$ cat config.mk
export PLATFORM = sky130hd
export DESIGN_NAME = flash_param_probe
export DESIGN_NICKNAME = d
export VERILOG_FILES = /design/src/rtl/flash_probe_pkg.sv /design/src/rtl/flash_probe_dp.sv /design/src/rtl/flash_probe_ctl.sv /design/src/rtl/flash_param_probe.sv
export SDC_FILE = /design/constraint.sdc
export NUM_CORES = 1
export LEC_CHECK = 0
export ABC_AREA = 1
export BUFFER_PORTS_ARGS = -buffer_cell sky130_fd_sc_hd__buf_2
export CAP_MARGIN = 20
export CORE_ASPECT_RATIO = 0.75
export CORE_UTILIZATION = 47
export CTS_CLUSTER_DIAMETER = 200
export DETAILED_ROUTE_END_ITERATION = 8
export PLACE_DENSITY = 0.75
export SYNTH_ARGS = -nofsm -noshare
export SYNTH_HDL_FRONTEND = slang
export SYNTH_SLANG_ARGS = --single-unit
export TNS_END_PERCENT = 1
$ cat constraint.sdc
create_clock -name clk -period 5.9 [get_ports clk]
set_input_delay 0.295 -clock clk [delete_from_list [all_inputs] [get_ports clk]]
set_output_delay 0.295 -clock clk [all_outputs]
set_load 0.005 [all_outputs]
$ cat src/rtl/flash_probe_pkg.sv
package flash_probe_pkg;

  localparam logic [7:0] OP_IDENT  = 8'h9F;
  localparam logic [7:0] OP_WREN   = 8'h06;
  localparam logic [7:0] OP_UNPROT = 8'h98;
  localparam logic [7:0] OP_STATUS = 8'h05;
  localparam logic [7:0] OP_PARAM  = 8'h5A;
  localparam logic [7:0] VENDOR_LOCKED = 8'hBF;

  localparam int HDR_BYTES = 16;
  localparam int TBL_BYTES = 8;
  localparam int IDX_W     = $clog2(HDR_BYTES + 1);

  typedef enum logic [2:0] {
    S_IDLE, S_IDENT, S_WREN, S_UNPROT, S_POLL, S_HDR, S_TBL
  } probe_state_e;

  typedef enum logic [1:0] {
    TGT_ID, TGT_STAT, TGT_HDR, TGT_TBL
  } cap_tgt_e;

  typedef struct packed {
    logic     clrIdx;
    logic     capEn;
    cap_tgt_e capTgt;
    logic     loadSize;
    logic     clrSize;
  } probe_strb_t;

endpackage

$ cat src/rtl/flash_probe_dp.sv
module flash_probe_dp
  import flash_probe_pkg::*;
(
  input  logic        clk,
  input  logic        rst_n,
  input  probe_strb_t strb,
  input  logic        rspValid,
  input  logic [7:0]  rspData,
  output logic        idLocked,
  output logic        statBusy,
  output logic        hdrOk,
  output logic        tblOk,
  output logic [31:0] tblPtr,
  output logic [31:0] sizeBytes
);

  logic [IDX_W-1:0] byteIdx;
  logic [7:0]       idFirst;
  logic [7:0]       statByte;
  logic [7:0]       hdrMem [HDR_BYTES];
  logic [7:0]       tblMem [TBL_BYTES];
  logic [31:0]      density;

  always_ff @(posedge clk) begin
    if (!rst_n) begin
      byteIdx  <= '0;
      idFirst  <= '0;
      statByte <= '0;
      for (int i = 0; i < HDR_BYTES; i++) hdrMem[i] <= '0;
      for (int i = 0; i < TBL_BYTES; i++) tblMem[i] <= '0;
    end else if (strb.clrIdx) begin
      byteIdx <= '0;
    end else if (strb.capEn && rspValid) begin
      byteIdx <= byteIdx + 1'b1;
      unique case (strb.capTgt)
        TGT_ID:   if (byteIdx == '0) idFirst <= rspData;
        TGT_STAT: statByte <= rspData;
        TGT_HDR:  if (byteIdx < IDX_W'(HDR_BYTES)) hdrMem[byteIdx[3:0]] <= rspData;
        TGT_TBL:  if (byteIdx < IDX_W'(TBL_BYTES)) tblMem[byteIdx[2:0]] <= rspData;
        default:  ;
      endcase
    end
  end

  assign idLocked = (idFirst == VENDOR_LOCKED);
  assign statBusy = statByte[0];

  assign hdrOk = (hdrMem[0] == 8'h53) && (hdrMem[1] == 8'h46) &&
                 (hdrMem[2] == 8'h44) && (hdrMem[3] == 8'h50) &&
                 (hdrMem[5] == 8'h01) && (hdrMem[8] == 8'h00) &&
                 (hdrMem[10] == 8'h01);

  assign tblPtr = {hdrMem[14], hdrMem[13], hdrMem[12], 8'h00};

  assign tblOk = (tblMem[0][1:0] == 2'b01) && (tblMem[1] == 8'h20) &&
                 !tblMem[2][2] && !tblMem[7][7];

  assign density = {tblMem[7], tblMem[6], tblMem[5], tblMem[4]};

  always_ff @(posedge clk) begin
    if (!rst_n)             sizeBytes <= '0;
    else if (strb.loadSize) sizeBytes <= (density >> 3) + 32'd1;
    else if (strb.clrSize)  sizeBytes <= '0;
  end

endmodule

$ cat src/rtl/flash_probe_ctl.sv
module flash_probe_ctl
  import flash_probe_pkg::*;
#(
  parameter int POLL_LIMIT = 16
) (
  input  logic        clk,
  input  logic        rst_n,
  input  logic        start,
  input  logic        cmdDone,
  input  logic        idLocked,
  input  logic        statBusy,
  input  logic        hdrOk,
  input  logic        tblOk,
  input  logic [31:0] tblPtr,
  output logic        cmdReq,
  output logic [7:0]  cmdOpcode,
  output logic [2:0]  cmdAddrBytes,
  output logic [31:0] cmdAddr,
  output logic [4:0]  cmdRetBytes,
  output probe_strb_t strb,
  output logic        done,
  output logic        error
);

  localparam int PCNT_W = $clog2(POLL_LIMIT + 1);
  localparam logic [PCNT_W-1:0] POLL_LAST = PCNT_W'(POLL_LIMIT - 1);

  probe_state_e state;
  logic [PCNT_W-1:0] pollCnt;
  logic finOk, finErr;

  always_comb begin
    cmdReq       = (state != S_IDLE);
    cmdOpcode    = 8'h00;
    cmdAddrBytes = 3'd0;
    cmdAddr      = 32'd0;
    cmdRetBytes  = 5'd0;
    unique case (state)
      S_IDENT:  begin cmdOpcode = OP_IDENT;  cmdRetBytes = 5'd3; end
      S_WREN:   cmdOpcode = OP_WREN;
      S_UNPROT: cmdOpcode = OP_UNPROT;
      S_POLL:   begin cmdOpcode = OP_STATUS; cmdRetBytes = 5'd1; end
      S_HDR:    begin cmdOpcode = OP_PARAM; cmdAddrBytes = 3'd4;
                      cmdRetBytes = 5'(HDR_BYTES); end
      S_TBL:    begin cmdOpcode = OP_PARAM; cmdAddrBytes = 3'd4;
                      cmdAddr = tblPtr; cmdRetBytes = 5'(TBL_BYTES); end
      default:  ;
    endcase
  end

  always_comb begin
    finOk  = (state == S_TBL) && cmdDone && tblOk;
    finErr = cmdDone && (((state == S_TBL) && !tblOk) ||
                         ((state == S_HDR) && !hdrOk) ||
                         ((state == S_POLL) && statBusy && (pollCnt == POLL_LAST)));
  end

  always_comb begin
    strb.clrIdx   = cmdDone || ((state == S_IDLE) && start);
    strb.capEn    = (state == S_IDENT) || (state == S_POLL) ||
                    (state == S_HDR) || (state == S_TBL);
    unique case (state)
      S_POLL:  strb.capTgt = TGT_STAT;
      S_HDR:   strb.capTgt = TGT_HDR;
      S_TBL:   strb.capTgt = TGT_TBL;
      default: strb.capTgt = TGT_ID;
    endcase
    strb.loadSize = finOk;
    strb.clrSize  = finErr;
  end

  always_ff @(posedge clk) begin
    if (!rst_n) begin
      state   <= S_IDLE;
      pollCnt <= '0;
      done    <= 1'b0;
      error   <= 1'b0;
    end else begin
      done <= 1'b0;
      if (finOk || finErr) begin
        state <= S_IDLE;
        done  <= 1'b1;
        error <= finErr;
      end else begin
        unique case (state)
          S_IDLE:   if (start) state <= S_IDENT;
          S_IDENT:  if (cmdDone) begin
                      state   <= idLocked ? S_WREN : S_POLL;
                      pollCnt <= '0;
                    end
          S_WREN:   if (cmdDone) state <= S_UNPROT;
          S_UNPROT: if (cmdDone) state <= S_POLL;
          S_POLL:   if (cmdDone) begin
                      if (statBusy) pollCnt <= pollCnt + 1'b1;
                      else          state   <= S_HDR;
                    end
          S_HDR:    if (cmdDone) state <= S_TBL;
          default:  ;
        endcase
      end
    end
  end

endmodule

$ cat src/rtl/flash_param_probe.sv
module flash_param_probe
  import flash_probe_pkg::*;
#(
  parameter int POLL_LIMIT = 16
) (
  input  logic        clk,
  input  logic        rst_n,
  input  logic        start,
  output logic        cmdReq,
  output logic [7:0]  cmdOpcode,
  output logic [2:0]  cmdAddrBytes,
  output logic [31:0] cmdAddr,
  output logic [4:0]  cmdRetBytes,
  input  logic        rspValid,
  input  logic [7:0]  rspData,
  input  logic        cmdDone,
  output logic        done,
  output logic        error,
  output logic [31:0] sizeBytes
);

  probe_strb_t strb;
  logic idLocked, statBusy, hdrOk, tblOk;
  logic [31:0] tblPtr;

  flash_probe_ctl #(.POLL_LIMIT(POLL_LIMIT)) u_ctl (
    .clk(clk), .rst_n(rst_n), .start(start), .cmdDone(cmdDone),
    .idLocked(idLocked), .statBusy(statBusy), .hdrOk(hdrOk), .tblOk(tblOk),
    .tblPtr(tblPtr), .cmdReq(cmdReq), .cmdOpcode(cmdOpcode),
    .cmdAddrBytes(cmdAddrBytes), .cmdAddr(cmdAddr), .cmdRetBytes(cmdRetBytes),
    .strb(strb), .done(done), .error(error)
  );

  flash_probe_dp u_dp (
    .clk(clk), .rst_n(rst_n), .strb(strb), .rspValid(rspValid),
    .rspData(rspData), .idLocked(idLocked), .statBusy(statBusy),
    .hdrOk(hdrOk), .tblOk(tblOk), .tblPtr(tblPtr), .sizeBytes(sizeBytes)
  );

endmodule

==> results.json <==
{
  "grt_overflow": 0,
  "crit_start": "u_ctl.state[0]",
  "min_period_ps": 2610,
  "finalClockSkew_ps": 7.27,
  "vias": 6040,
  "end_kind": "flip-flop",
  "synth_top_area_share_pct": 44.4,
  "synth_top_area_cell": "edfxtp_1",
  "synth_cell_types": 42,
  "ys_top_cells_by_area": "edfxtp_1 (44%), dfxtp_1 (13%), nor2_1 (10%)",
  "die_h_um": 116,
  "status": "finished clean",
  "grt_max_degree": 35,
  "max_freq_mhz": 383,
  "seqCellArea_mm2": 0.00468,
  "start_util_pct": 48.1,
  "cts_resized": 0,
  "wl_um": 17300,
  "synth_edf_count": 120,
  "antenna_found_initial": 0,
  "clockBufferDepth": 2,
  "grt_pass1_vias": 5410,
  "area_delta_synth_final_pct": 13.8,
  "final_core_util_pct": 54.7,
  "dr.first_iter.drc_count": 495,
  "die-area_mm2": 0.0178,
  "worstPathArrival_ps": 2710,
  "worstSetupStartpointType": "flip-flop",
  "chipWidth_um": 154,
  "drtAntennaViolNets": 0,
  "path_class": "flip-flop to flip-flop",
  "p_per_area_mw_per_mm2": 315,
  "seq_area_frac_synth_pct": 57.7,
  "setup_viol": 0,
  "cts_hold_buf": 0,
  "cts_root_buf": "clkbuf_16",
  "crit_path_top_delay_cell": "dfxtp_1",
  "async_reset_ff_share_pct": 0,
  "fill_cells": 1506,
  "finalMaxSlewViolations": 0,
  "cp_cell_sequence": "inv_1, ha_1, nand2_8, inv_6, nor2_1, nand4_4, nor2_4, nand3_4, nand2_1",
  "wl_per_cell_um": 14.4,
  "holdCritPathClass": "primary input to flip-flop",
  "cpPeakStageDelay_ps": 430,
  "path_buf_inv": 2,
  "antenna_cells": 0,
  "syn_inst": 898,
  "ys_ff_latch": 174,
  "r2r_start": "u_ctl.state[0]",
  "rows": 41,
  "fin_setup_tns_ps": 0,
  "holdWs_ps": 189,
  "final_nets": 999,
  "drc": 0,
  "cp_top_family": "simple AND/OR/NAND/NOR gates",
  "worstHoldStart": "rspData[3]",
  "firstDrtPassIters": 5,
  "portBuffers": 81,
  "p_leak_uw": 0.00398,
  "required_ps": 6000,
  "cts_tree": "done",
  "cts.sinks": 174,
  "postCtsSetupRepairBufs": 0,
  "ios": 96,
  "rsz0062_at_grt": "no",
  "multi_input_area_mm2": 0.00285,
  "dp_hpwl_um": 12000,
  "ys.flop_type": "edfxtp_1",
  "core_area_mm2": 0.0169,
  "routabilityCongestion": 0.869,
  "yosys_warnings": 0,
  "fin_crit_sh_pct": 44.3,
  "cts_buffers": 17,
  "layout-drive-gt1-share_pct": 17.7,
  "finalHoldViolCount": 0,
  "vias_per_cell": 5.02,
  "path_max_fanout": 27,
  "grt_pass1_wl_um": 27700,
  "h-tree-depth": 4,
  "worst_pin_slew_ps": 818,
  "syn_area_per_cell_um2": 9.04,
  "syn_area_mm2": 0.00812,
  "cap_viol_max_count": 0,
  "maxSlewHeadroom_pct": 45.4,
  "ir_drop_uv": 201,
  "clk_latency_ps": 430,
  "grt.total_usage_pct": 20.6,
  "clk_pin_slew_worst_paths_ps": 60
}
## kinds of logic (layout without fill, tap and decap cells)
kind of cell             after synthesis  count (layout)  share of synthesized area, %
AND/OR/NAND/NOR                      488             488                          27.1
flip-flops                           174             174                          57.7
buffers and inverters                141             218                          7.87
AO/OA/AOI/OAI                         79              79                          5.21
adder cells (fa/ha/maj)               11              11                          1.69
XOR/XNOR                               4               4                         0.432
other                                  1              14                        0.0462
## registers in the layout, summed over array words and instances (netlist names)
register and cells:
u_ctl.done 1, u_ctl.error 1, u_ctl.pollCnt 5, u_ctl.state 3
u_dp.byteIdx 5, u_dp.hdrMem 80, u_dp.idFirst 8, u_dp.sizeBytes 30
u_dp.statByte 1, u_dp.tblMem 40
## per-stage QoR
step | instance area, µm² | setup slack [ps] | total power (µW) | cells
floorplan | 8170 | 3700 | 1670 | 911
global placement | 8620 | 3230 | 1750 | 1171
detailed placement | 8620 | 3210 | 1760 | 1171
CTS | 9240 | 3280 | 2920 | 1203
global route | 9240 | 3070 | 3020 | 1203
finish | 9240 | 3290 | 2910 | 1203
## layer usage
metal  vias up  share of wire [%]  track usage (%)
met1      2767                 49             29.2
met2       236                 43             31.5
met4         0               0.97             5.87
li1       3021                  -                -
met5         -                  0                0
met3        16                7.7             5.09
## path summary, 6_finish.rpt
path                              to  slack, ps  depth (start not counted)
hold / removal       u_dp.idFirst[3]        190                          3
setup reg to reg  u_dp.hdrMem[13][4]       3290                          9
hold reg to reg   u_dp.sizeBytes[29]        430                          2
setup / recovery  u_dp.hdrMem[13][4]       3290                          9
## power breakdown
| group | total [µW] | internal [µW] | switching (µW) |
|---|---|---|---|
| combinational | 334 | 103 | 230 |
| sequential | 1400 | 1350 | 44.8 |
| clock | 1180 | 710 | 467 |
| total | 2910 | 2170 | 742 |
## synthesized netlist by cell type (3+ instances only)
master / count
nor2_1: 218
clkbuf_1: 14
nand2_2: 20
ha_1: 11
a21oi_1: 25
o21ai_0: 42
nor3_1: 15
dfxtp_1: 54
nand3_4: 3
o31ai_1: 3
nor2_4: 8
nand3_1: 28
inv_1: 94
buf_4: 17
nand4_1: 9
inv_2: 7
nor4_1: 4
buf_6: 3
edfxtp_1: 120
o211ai_1: 3
nand2_1: 160
nor2_2: 13
## placed cells by master, fill, tap and decap left out, drive strengths merged
cell type,netlist,layout
o31ai,3,3
nor3,17,17
conb,1,14
edfxtp,120,120
xnor2,2,2
bufinv,0,4
nand4,10,10
and2,1,1
o21bai,2,2
a21oi,25,25
or2,1,1
nor4,4,4
xor2,2,2
o211ai,3,3
o21ai,44,44
a31oi,1,1
nand2,182,182
ha,11,11
clkinvlp,0,4
nand3b,1,1
buf,23,82
inv,104,105
clkinv,0,4
clkbuf,14,19
a21boi,1,1
nand3,31,31
dfxtp,54,54
nor2,241,241
## worst register-to-register path: cells and delay by family, from the launching register on
kind,cells,cell delay (ps)
simple gates,6,1390
flops,1,430
buf+inv,2,170
fa+ha+maj,1,280
## final cells by class
cell class / count / area share, %
sequential: 174 / 50.7
multi-input combinational: 596 / 30.9
clock buffer: 19 / 4.69
timing repair buffer: 82 / 4.47
inverter: 104 / 4.33
tap: 215 / 2.91
clock inverter: 13 / 2.04
(Power assumes the default switching activity.)
